==> config.mk <==
export PLATFORM = sky130hd
export DESIGN_NAME = wdg_timer
export DESIGN_NICKNAME = d
export VERILOG_FILES = /design/src/rtl/wdg_pkg.sv /design/src/rtl/wdg_prescaler.sv /design/src/rtl/wdg_refresh_judge.sv /design/src/rtl/wdg_timer.sv
export SDC_FILE = /design/constraint.sdc
export NUM_CORES = 1
export LEC_CHECK = 0
export ABC_AREA = 1
export CAP_MARGIN = 20
export CORE_MARGIN = 5
export CORE_UTILIZATION = 30
export DETAILED_ROUTE_END_ITERATION = 10
export GPL_TIMING_DRIVEN = 0
export SLEW_MARGIN = 10
export SYNTH_ARGS = -nofsm -noshare
export SYNTH_HDL_FRONTEND = slang
export SYNTH_SLANG_ARGS = --single-unit
==> constraint.sdc <==
create_clock -name clk -period 2.2 [get_ports clk]
set_input_delay 0.33 -clock clk [delete_from_list [all_inputs] [get_ports clk]]
set_output_delay 0.33 -clock clk [all_outputs]
set_load 0.02 [all_outputs]
==> src/rtl/wdg_pkg.sv <==
package wdg_pkg;

    localparam int CNT_W  = 7;
    localparam int PSEL_W = 2;

    // counter values that carry meaning
    localparam logic [CNT_W-1:0] CNT_INIT  = 7'h7F;
    localparam logic [CNT_W-1:0] WIN_INIT  = 7'h7F;
    localparam logic [CNT_W-1:0] WARN_FROM = 7'h41;  // step from here raises the warning
    localparam logic [CNT_W-1:0] LAST_SAFE = 7'h40;  // step from here times out

    // register offsets
    localparam int OFS_CTRL = 'h0;
    localparam int OFS_CFG  = 'h4;
    localparam int OFS_STAT = 'h8;

    // field positions
    localparam int CTRL_ACT_BIT  = CNT_W;
    localparam int CFG_PSEL_LSB  = CNT_W;
    localparam int CFG_EWIE_BIT  = CNT_W + PSEL_W;
    localparam int STAT_FLAG_BIT = 0;

    typedef struct packed {
        logic [CNT_W-1:0]  cnt;
        logic              act;
        logic [CNT_W-1:0]  win;
        logic [PSEL_W-1:0] psel;
        logic              ewie;
        logic              flag;
        logic              rst_req;
    } wdg_state_t;

    localparam wdg_state_t RST_STATE = '{
        cnt:     CNT_INIT,
        act:     1'b0,
        win:     WIN_INIT,
        psel:    '0,
        ewie:    1'b0,
        flag:    1'b0,
        rst_req: 1'b0
    };

endpackage

==> src/rtl/wdg_prescaler.sv <==
module wdg_prescaler #(
    parameter int FIX_LOG2 = 12,
    parameter int PSEL_W   = 2
) (
    input  logic              clk,
    input  logic              rst_n,
    input  logic              restart,
    input  logic [PSEL_W-1:0] psel,
    output logic              tick
);

    localparam int MAX_EXP = FIX_LOG2 + (1 << PSEL_W) - 1;
    localparam int PW      = MAX_EXP + 1;

    logic [PW-1:0] div_q, div_d, lim;

    always_comb begin
        lim  = (PW'(1) << (FIX_LOG2 + int'(psel))) - PW'(1);
        tick = !restart && (div_q >= lim);
        if (restart || tick) begin
            div_d = '0;
        end else begin
            div_d = div_q + PW'(1);
        end
    end

    always_ff @(posedge clk or negedge rst_n) begin
        if (!rst_n) begin
            div_q <= '0;
        end else begin
            div_q <= div_d;
        end
    end

endmodule

==> src/rtl/wdg_refresh_judge.sv <==
module wdg_refresh_judge #(
    parameter int CNT_W = 7
) (
    input  logic             act_after,
    input  logic [CNT_W-1:0] cnt_now,
    input  logic [CNT_W-1:0] win,
    input  logic [CNT_W-1:0] new_cnt,
    output logic             violation
);

    logic too_early;
    logic too_low;

    always_comb begin
        too_early = cnt_now > win;
        too_low   = !new_cnt[CNT_W-1];
        violation = act_after && (too_early || too_low);
    end

endmodule

==> src/rtl/wdg_timer.sv <==
module wdg_timer
    import wdg_pkg::*;
#(
    parameter int FIX_DIV_LOG2 = 12,
    parameter int ADDR_W       = 4,
    parameter int DATA_W       = 32
) (
    input  logic              clk,
    input  logic              rst_n,
    input  logic              wr_en,
    input  logic [ADDR_W-1:0] addr,
    input  logic [DATA_W-1:0] wdata,
    output logic [DATA_W-1:0] rdata,
    output logic              rst_req,
    output logic              irq
);

    localparam int USED_W = CFG_EWIE_BIT + 1;

    wdg_state_t st_q, st_d;

    logic hit_ctrl, hit_cfg, hit_stat;
    logic wr_ctrl, wr_cfg, wr_stat;
    logic act_after;
    logic violation;
    logic tick;
    logic restart;
    logic unused_wdata;

    assign unused_wdata = ^wdata[DATA_W-1:USED_W];

    always_comb begin
        hit_ctrl  = addr == ADDR_W'(OFS_CTRL);
        hit_cfg   = addr == ADDR_W'(OFS_CFG);
        hit_stat  = addr == ADDR_W'(OFS_STAT);
        wr_ctrl   = wr_en && hit_ctrl;
        wr_cfg    = wr_en && hit_cfg;
        wr_stat   = wr_en && hit_stat;
        act_after = st_q.act || wdata[CTRL_ACT_BIT];
        restart   = wr_ctrl || st_q.rst_req;
    end

    wdg_prescaler #(
        .FIX_LOG2 (FIX_DIV_LOG2),
        .PSEL_W   (PSEL_W)
    ) presc_i (
        .clk     (clk),
        .rst_n   (rst_n),
        .restart (restart),
        .psel    (st_q.psel),
        .tick    (tick)
    );

    wdg_refresh_judge #(
        .CNT_W (CNT_W)
    ) judge_i (
        .act_after (act_after),
        .cnt_now   (st_q.cnt),
        .win       (st_q.win),
        .new_cnt   (wdata[CNT_W-1:0]),
        .violation (violation)
    );

    // next-state logic; a later branch overrides an earlier one
    always_comb begin
        st_d         = st_q;
        st_d.rst_req = 1'b0;
        if (st_q.rst_req) begin
            st_d = RST_STATE;
        end else begin
            if (wr_stat) begin
                st_d.flag = st_q.flag & wdata[STAT_FLAG_BIT];
            end
            if (tick) begin
                st_d.cnt = st_q.cnt - CNT_W'(1);
                if (st_q.cnt == WARN_FROM) begin
                    st_d.flag = 1'b1;
                end
                if (st_q.act && (st_q.cnt == LAST_SAFE)) begin
                    st_d.rst_req = 1'b1;
                end
            end
            if (wr_ctrl) begin
                st_d.act     = act_after;
                st_d.cnt     = wdata[CNT_W-1:0];
                st_d.rst_req = violation;
            end
            if (wr_cfg) begin
                st_d.win  = wdata[CNT_W-1:0];
                st_d.psel = wdata[CFG_PSEL_LSB +: PSEL_W];
                st_d.ewie = st_q.ewie || wdata[CFG_EWIE_BIT];
            end
        end
    end

    always_ff @(posedge clk or negedge rst_n) begin
        if (!rst_n) begin
            st_q <= RST_STATE;
        end else begin
            st_q <= st_d;
        end
    end

    always_comb begin
        rdata = '0;
        if (hit_ctrl) begin
            rdata[CNT_W-1:0]    = st_q.cnt;
            rdata[CTRL_ACT_BIT] = st_q.act;
        end else if (hit_cfg) begin
            rdata[CNT_W-1:0]                 = st_q.win;
            rdata[CFG_PSEL_LSB +: PSEL_W]    = st_q.psel;
            rdata[CFG_EWIE_BIT]              = st_q.ewie;
        end else if (hit_stat) begin
            rdata[STAT_FLAG_BIT] = st_q.flag;
        end
    end

    assign rst_req = st_q.rst_req;
    assign irq     = st_q.flag && st_q.ewie;

endmodule

[Yosys cells after proc, flatten, opt, wreduce, memory -nomap -nowiden]
Cells that the tools add are included.
Operators by class
  add/sub/neg operators: 4
  $mul: 0
  divide/modulo/power cells: 0
  magnitude comparators: 2
  eq/ne operators: 4
  shift-type cells: 1
  mux-type cells: 15
  bitwise logic cells: 1
  reductions and logical operators: 18
Operator list (count)
  left shift 1 x 32 -> 16 bit, first input constant: 1
  two-way mux 20 bit: 1
  adder 16 x 1 -> 16 bit, second input constant: 1
  greater-or-equal comparator 16 bit: 1
  two-way mux 16 bit: 1
  two-way mux 8 bit: 2
  subtractor 16 x 2 -> 16 bit, second input constant: 1
  equality test 7 bit, second input constant: 2
  two-way mux 10 bit: 1
  two-way mux 9 bit: 1
  greater-than comparator 7 bit: 1
  logical AND 1 bit: 7
  two-way mux 7 bit: 1
  subtractor 7 x 1 -> 7 bit, second input constant: 1
  two-way mux 1 bit: 6
  adder 4 x 2 -> 5 bit, first input constant: 1
  logical OR 1 bit: 5
  equality test 4 x 3 -> 1 bit, second input constant: 1
  equality test 4 bit, second input constant: 1
  logical NOT 4 bit: 1
  two-way mux 2 bit: 2
  nonzero test 2 bit: 2
  nonzero test 3 bit: 1
  logical NOT 1 bit: 2
  AND 1 bit: 1
Storage, ports and cells
  flip-flop bits (word level): 36
  latch bits: 0
  bits in writable memories: 0
  bits in read-only memories: 0
  input bits: 39
  output and inout port bits: 34
  word-level logic and storage cells: 53
  memories: 0

[Logic depth before layout (Yosys ltp)]
Gate-level depths: netlist (run 1).
  depth after elaboration: 8
  mapped depth: 10
  depth with buffers taken out: 10

[Modules after synthesis]
Synthesis (run 1) repeated with hierarchy kept, for this count alone.
Second synthesis, totals
  cell total of the unflattened synthesis: 364
  area total of the unflattened synthesis: 2661.3 um^2
Modules (own cells, without submodules)
  wdg_timer: instances 1, cells an instance 198, area an instance 1455.1 um^2, seq. area each 518.0 um^2
  wdg_prescaler: instances 1, cells an instance 131, area an instance 996.0 um^2, seq. area each 400.4 um^2
  wdg_refresh_judge: instances 1, cells an instance 35, area an instance 210.2 um^2, seq. area each 0.0 um^2

[Worst setup path after synthesis (run 1)]
OpenSTA, ideal clock, no wires.
  path type: register to register
  start: register st_q[3] (netlist name)
  end: register presc_i.div_q[7]
  library setup time: 0.071 ns
  arrival: 1.469 ns
  required time: 2.129 ns
  slack: 0.660 ns
  stages on the path, launching flop included: 10
  cell sequence: dfrtp_1 -> nand2_1 -> ha_1 -> nand2_1 -> inv_1 -> a21oi_1 -> o21ai_2 -> nor2_4 -> nand2_1 -> nor2_1
On the way
  word-level cells in the longest chain between the ends: 7
Ends and longest elaborated chain
  start: declaration: RTL line wdg_timer.sv:20  | wdg_state_t st_q, st_d;
  start signal: assignment: RTL line wdg_timer.sv:100  | st_q <= st_d;
  adder 4 x 2 -> 5 bit: RTL line wdg_prescaler.sv:18  | lim = (PW'(1) << (FIX_LOG2 + int'(psel))) - PW'(1);
  left shift 1 x 32 -> 16 bit: RTL line wdg_prescaler.sv:18
  subtractor 16 x 2 -> 16 bit: RTL line wdg_prescaler.sv:18
  greater-or-equal comparator 16 bit: RTL line wdg_prescaler.sv:19  | tick = !restart && (div_q >= lim);
  logical AND 1 bit: RTL line wdg_prescaler.sv:19
  logical OR 1 bit: RTL line wdg_prescaler.sv:20  | if (restart || tick) begin
  two-way mux 16 bit: RTL line wdg_prescaler.sv:20
  via presc_i.div_d[7]: RTL line wdg_prescaler.sv:15  | logic [PW-1:0] div_q, div_d, lim;
  end signal: assignment: RTL line wdg_prescaler.sv:31  | div_q <= div_d;
  end: declaration: RTL line wdg_prescaler.sv:15
The timed path passes the listed nets, and every way through them passes these cells.
A chain may end at the register's enable or synchronous reset.

[Worst setup path after layout (run 1)]
  start: input port addr[2]
  end: output port rdata[0]
On the way
  word-level cells in the longest chain between the ends: 4
  elaborated cells between the ends (all ways): 6
Ends and longest elaborated chain
  start: declaration: RTL line wdg_timer.sv:11  | input logic [ADDR_W-1:0] addr,
  equality test 4 bit: RTL line wdg_timer.sv:35  | hit_stat = addr == ADDR_W'(OFS_STAT);
  two-way mux 1 bit: RTL line wdg_timer.sv:113  | end else if (hit_stat) begin
  two-way mux 1 bit: RTL line wdg_timer.sv:109  | end else if (hit_cfg) begin
  two-way mux 8 bit (*): RTL line wdg_timer.sv:106  | if (hit_ctrl) begin
  end: declaration: RTL line wdg_timer.sv:13  | output logic [DATA_W-1:0] rdata,
Mark *: on every way between the ends. The rest lies on a longest branch, timed or not.

==> impl_metrics.csv, run 1 <==
group,metric,value,unit
logic_synthesis,yosys_warnings,0,
sta,hold_violations,0,
critical_path,crit_path_start_kind,"input pin",
sta,clock.fmax,0.476,GHz
routing,num_vias,2205,
sta,finalSetupTns,0,ps
critical_path,crit_path_max_fanout,8,
critical_path,endpoint_kind,"output port",
logic_synthesis,synth_area_leaders,"dfrtp_1, dfstp_2, nand2_1, nor2_1, ha_1",
floorplan,die_area,10600,um2
logic_synthesis,synth_seq_area_share,35.5,%
pwr,intPower,1.73,mW
final_layout,fin_nets,445,
floorplan,io_pins,73,
place,place_area,3100,um2
logic_synthesis,async_reset_ff_share,100,%
min_path,hp-class,"flop to flop",
sta,finalSetupViolations,0,
pwr,p_per_area,878,nW/um2
min_path,hold_end,"presc_i.div_q[0]$_DFF_PN0_",
floorplan,core,8300,um2
min_path,min_from,"presc_i.div_q[0]$_DFF_PN0_",
final_layout,final_cells,498,
min_path,hold-path-cell-count,1,
pwr,finalPower,2.81,mW
floorplan,die_x,103,um
sta,rsz0062_at_grt,"no",
logic_synthesis,synth_adder_area_share,6.78,%
cts,cts_tree,"yes",
critical_path,slowest_stage,"clkdlybuf4s50_1",
outcome,outcome,"complete, no violations",
cts,postCtsSetupRepairBufs,0,
logic_synthesis,synth.area.mux_share,0,%
flow_run,drv_cap,0,
logic_synthesis,yosys_register_bits,36,
logic_synthesis,yosysUniqueCellTypes,36,
grt,gr-total-overflow,0,
pwr,p_clk_share,20.9,%
cts,insertion_delay,290,ps
final_layout,antennaDiodeCount,0,
logic_synthesis,synthSimpleGateAreaFrac,31.5,%
floorplan,start_util,31.1,%
logic_synthesis,syn_area,2580,um2
routing,drc,0,
critical_path,required,1870,ps
floorplan,row_count,33,
final_layout,drive_gt1_share,21.4,%
logic_synthesis,syn_area_per_cell,7.74,um2
routing,route.final.wire_length,5990,um
pwr,peakVddDrop,0.457,mV
routing,vias_per_cell,4.43,
place,dp.cells,489,
grt,grt_pass1_vias,2135,
sta,hold_slack,464,ps
grt,grt_use_total,12.1,%
floorplan,die_y,103,um
pwr,power_switching,1.08,mW
grt,grt_pass1_wl,10000,um
routing,post_drt_wl_per_cell,12.0,um
place,place.port_buffers,28,
cts,cts_buffers,5,
logic_synthesis,synth-compound-area-share,9.01,%
cts,htreeDepth,2,
critical_path,cp_slowest_stage_delay,520,ps
logic_synthesis,synth.top_cell.area_share,21.3,%
logic_synthesis,synth_ff_type,"dfrtp_1",
grt,grt_max_degree,20,
pwr,swShare,38.6,%
pwr,power_frac_comb,40.3,%
critical_path,r2r-end,"st_q[14]$_DFFE_PN1N_",
routing,first_pass_iters,4,
place,dp_hpwl,4750,um
sta,timing.final.crit_share,95.5,%
routing,ant_nets,0,
critical_path,critPathArrivalTime,1770,ps
final_layout,num-fill-cells,866,
logic_synthesis,yosys.area.top_type,"dfrtp_1",
critical_path,reg2reg_from,"st_q[3]$_DFFE_PN0P_",
sta,fin_skew,7.33,ps
final_layout,fin_area,3200,um2
final_layout,syn_to_final_growth,23.9,%
critical_path,worstSetupPathType,"input pin to output port",
logic_synthesis,synthXorXnorAreaFrac,2.71,%
place,gp_congestion,0.876,
cts,clockBufferDepth,2,
cts,cts_root_buf,"clkbuf_8",
critical_path,regToRegSetupSlack,390,ps
sta,fin_crit,2100,ps
critical_path,r2r_cells,9,
grt,antenna_found_initial,0,
routing,first_iter_violations,103,
pwr,sequentialPowerShare,38.9,%
sta,slew_violations,0,
pwr,cellLeakagePower,1.59,nW
cts,clock_sinks,36,
logic_synthesis,netlist_instances,334,
critical_path,cp_cell_sequence,"clkdlybuf4s50_1 > nor2_4 > nand2_2 > o221ai_1 > dlygate4sd2_1",
cts,path_clk_slew,70,ps
logic_synthesis,synth_edf_count,0,
logic_synthesis,synth_top_family_by_area,"simple AND/OR/NAND/NOR gates",
## synthesized netlist by cell type, types with 4 or more instances
library cell / number
a21oi_1: 5
buf_4: 23
dfrtp_1: 22
dfstp_2: 14
ha_1: 14
inv_1: 38
nand2_1: 73
nand2_2: 8
nand3_1: 13
nand4_1: 4
nor2_1: 48
nor2_2: 4
nor3_1: 4
o21ai_0: 17
o21ai_2: 4
o22ai_1: 7
xor2_1: 7
## final cells by class
class	count	area (um2)	share of cell area [%]
flip-flops and latches	36	918	28.7
multi-input cells	252	1390	43.3
inverters	41	159	4.96
plain buffers	26	208	6.49
well taps	105	131	4.10
clock buffers	6	72.6	2.27
repair buffers	30	293	9.14
clock inverters	2	35.0	1.09
## power groups by stage
stage / clock network (mW) / registers [mW] / logic [mW]
2_1_floorplan: 0 / 1.06 / 0.892
3_3_place_gp: 0 / 1.10 / 1.10
3_5_place_dp: 0 / 1.10 / 1.14
4_1_cts: 0.602 / 1.09 / 1.14
5_1_grt: 0.638 / 1.12 / 1.33
6_report: 0.586 / 1.09 / 1.13
## metrics by stage
step | worst slack (ps) | util, %
floorplan | 660 | -
global placement | -354 | 37.0
detailed placement | -350 | 37.3
CTS | 39.0 | 38.6
global route | 3.13 | 38.6
finish | 98.7 | 38.6
## registers in the layout, indices dropped and copies added (netlist names)
register and count:
st_q 19, rst_req 1, presc_i.div_q 16
## routing by layer
metal | routed length, um | global-route usage [%]
met4 | 149 | 4.88
met1 | 2760 | 16.5
met3 | 302 | 2.03
met2 | 2770 | 19.1
met5 | 0 | 0
## critical path: cells and delay by family
family          cells  cell delay (ps)
simple gates        2              350
compound gates      1              210
buf+inv             2              880
## how the worst max path moves through the flow
stage	startpoint	slack, ps	endpoint	depth (start not counted)
3_5_place_dp	addr[2]	-350	rdata[4]	5
2_1_floorplan	st_q[3]$_DFFE_PN0P_	660	presc_i.div_q[7]$_DFF_PN0_	9
3_3_place_gp	addr[2]	-350	rdata[7]	5
4_1_cts	addr[2]	40	rdata[4]	5
6_report	addr[2]	100	rdata[0]	5
5_1_grt	addr[1]	3	rdata[8]	5
## placed cells by master (no fill, tap or decap), types with 2 or more instances in the layout
master,synthesis,layout
nor2_4,2,3
xor2_1,7,7
or2_2,3,3
inv_1,38,38
buf_4,23,23
a21oi_1,5,5
inv_2,2,2
nand2_2,8,9
o22ai_1,7,7
nand4_1,4,4
clkdlybuf4s50_1,0,17
clkbuf_1,1,2
nand3_4,3,3
dfstp_2,14,14
nor2_2,4,3
conb_1,2,23
ha_1,14,14
clkbuf_2,0,2
nor3_1,4,4
dfrtp_1,22,22
nor3_2,3,3
nand2_1,73,72
a22oi_1,2,2
o21ai_0,17,17
nor2_1,48,48
dlygate4sd2_1,0,8
o21ai_2,4,4
nand3_1,13,13
clkbuf_8,0,5
## timing repair
action,4_1_cts,5_1_grt
hold buffers,1,0
resized for setup,11,6
cloned,0,0
endpoints found under the setup margin,10,8
hold endpoints to repair,4,0
## cell families (layout without fill, tap and decap cells)
group | count (synthesis) | after routing
AOI/OAI and AO/OA | 39 | 39
xor gates and xnor gates | 8 | 8
adders and majority gates | 14 | 14
buffers and inverters | 67 | 105
DFF | 36 | 36
other | 2 | 23
and+or+nand+nor | 168 | 168
Note: power is estimated with default switching activity, not from simulation.
==> run 2: changes to the inputs <==
--- a/config.mk
+++ b/config.mk
@@ -8,9 +8,9 @@
 export ABC_AREA = 1
 export CAP_MARGIN = 20
 export CORE_MARGIN = 5
-export CORE_UTILIZATION = 30
+export CORE_UTILIZATION = 48
 export DETAILED_ROUTE_END_ITERATION = 10
-export GPL_TIMING_DRIVEN = 0
+export PLACE_DENSITY = 0.8
 export SLEW_MARGIN = 10
 export SYNTH_ARGS = -nofsm -noshare
 export SYNTH_HDL_FRONTEND = slang
==> run 2 against run 1 <==
  * Die area decreased by 34%
  * Core utilization increased by 19 points
  * Flip-flop and latch count unchanged
==> impl_metrics.csv, run 2 (synthesis gave the netlist of run 1 again) <==
group,metric,value,unit
pwr,cellLeakagePower,1.47,nW
sta,timing.final.crit_share,94.4,%
place,place.port_buffers,28,
sta,fin_crit,2080,ps
critical_path,endpoint_kind,"output port",
pwr,swShare,38.3,%
final_layout,largest_reg_flops,19,
cts,path_clk_slew,70,ps
pwr,power_frac_comb,39.4,%
cts,htreeDepth,2,
grt,grt_use_total,15.9,%
critical_path,required,1870,ps
routing,num_vias,2142,
grt,grt_max_degree,37,
cts,cts_root_buf,"clkbuf_8",
floorplan,core,5170,um2
sta,clock.fmax,0.482,GHz
place,dp_hpwl,4070,um
routing,first_iter_violations,141,
critical_path,crit_path_start_kind,"input pin",
routing,vias_per_cell,4.86,
critical_path,crit_path_max_fanout,10,
routing,first_pass_iters,5,
pwr,p_clk_share,20.7,%
cts,cts_buffers,5,
grt,gr-total-overflow,0,
routing,wl_met2,2450,um
grt,grt_pass1_vias,2040,
final_layout,syn_to_final_growth,15.0,%
routing,post_drt_wl_per_cell,11.8,um
floorplan,row_count,26,
min_path,hp-class,"input pin to async pin",
grt,antenna_found_initial,0,
routing,drc,0,
cts,clock_sinks,36,
routing,routed-wl-met3,328,um
final_layout,regMostFlops,"st_q",
cts,insertion_delay,280,ps
outcome,outcome,"complete, no violations",
routing,route.final.wire_length,5220,um
final_layout,final_cell_mix,"nand2_1, nor2_1, inv_1",
critical_path,regToRegSetupSlack,260,ps
floorplan,die_area,6950,um2
floorplan,io_pins,73,
final_layout,fin_util,57.4,%
flow_run,drv_cap,0,
cts,cts_tree,"yes",
sta,hold_violations,0,
pwr,sequentialPowerShare,39.9,%
critical_path,critPathArrivalTime,1750,ps
routing,ant_nets,0,
final_layout,fin_nets,423,
floorplan,die_x,83.4,um
critical_path,worstSetupPathType,"input pin to output port",
floorplan,start_util,50.0,%
sta,fin_skew,3.63,ps
final_layout,drive_gt1_share,16.7,%
pwr,intPower,1.70,mW
sta,slew_violations,0,
final_layout,antennaDiodeCount,0,
pwr,peakVddDrop,0.430,mV
sta,finalSetupViolations,0,
cts,clockBufferDepth,2,
floorplan,die_y,83.4,um
routing,highest_layer,"met4",
sta,finalSetupTns,0,ps
pwr,p_per_area,927,nW/um2
place,gp_congestion,0.860,
pwr,power_switching,1.06,mW
final_layout,layout_commonest_cell,"nand2_1",
routing,drt-met1-wl,2340,um
grt,grt_pass1_wl,9180,um
[run 2: critical path, stage by stage]
cell	delay [ps]
clkdlybuf4s50_1	490
nor2_8	180
nand3_4	160
inv_2	100
nand2_1	50
o21ai_1	90
clkdlybuf4s15_1	340
[run 2: final cells by class]
type	instances	area, um2
clock buffer	5	68.8
clock inverter	3	42.5
fill	486	2200
inverter	41	159
multi-input combinational	252	1380
sequential	36	918
tap	70	87.6
timing repair buffer	34	314
[run 2: what timing repair did]
item | in CTS | in global routing
hold buffers | 0 | 0
pin swaps | 0 | 0
gates cloned | 0 | 0
endpoints found under the setup margin | 10 | 5
hold endpoints to repair | 0 | 0
resized for setup | 10 | 3
buffers inserted | 0 | 0
[run 2: power groups by stage]
stage          clock network (mW)  registers (mW)  logic, mW
6_report                    0.570            1.10       1.09
5_1_grt                     0.619            1.13       1.27
4_1_cts                     0.589            1.10       1.09
3_5_place_dp                    0            1.11       1.09
3_3_place_gp                    0            1.10       1.06
2_1_floorplan                   0            1.06      0.892
[run 2: routing by layer]
metal  vias to the layer above  GRT usage, %
met3                        12          2.48
met4                         0          6.39
met5                         -             0
met2                        67          26.1
li1                       1091             -
met1                       972          20.7
[run 2: per-stage QoR]
stage               instances  power, mW  cell area (um2)  worst slack [ps]  hold slack [ps]
finish                    441       2.75             2970               123              460
global route              441       3.02             2970             -1.51              500
CTS                       441       2.78             2970              16.0              469
detailed placement        433       2.20             2870              -257              469
global placement          433       2.16             2870              -223              445
floorplan                 355       1.95             2660               660             34.4
[run 2: worst paths after layout]
check / to / depth (start not counted) / start
worst max-delay path: rdata[7] / 7 / addr[1]
worst min-delay path: presc_i.div_q[5]$_DFF_PN0_ / 2 / rst_n
worst max register to register: st_q[17]$_DFFE_PN1N_ / 8 / st_q[3]$_DFFE_PN0P_
worst min register to register: presc_i.div_q[0]$_DFF_PN0_ / 1 / presc_i.div_q[0]$_DFF_PN0_
max in group asynchronous: st_q[16]$_DFFE_PN1N_ / 2 / rst_n
min in group clk: presc_i.div_q[0]$_DFF_PN0_ / 1 / presc_i.div_q[0]$_DFF_PN0_
==> run 3: changes to the inputs <==
--- a/config.mk
+++ b/config.mk
@@ -10,6 +10,7 @@
 export CORE_MARGIN = 5
 export CORE_UTILIZATION = 48
 export DETAILED_ROUTE_END_ITERATION = 10
+export HOLD_SLACK_MARGIN = 0.1
 export PLACE_DENSITY = 0.8
 export SLEW_MARGIN = 10
 export SYNTH_ARGS = -nofsm -noshare
==> results of run 3 <==
The final DEF is identical to that of run 2; final timing and power are the same.
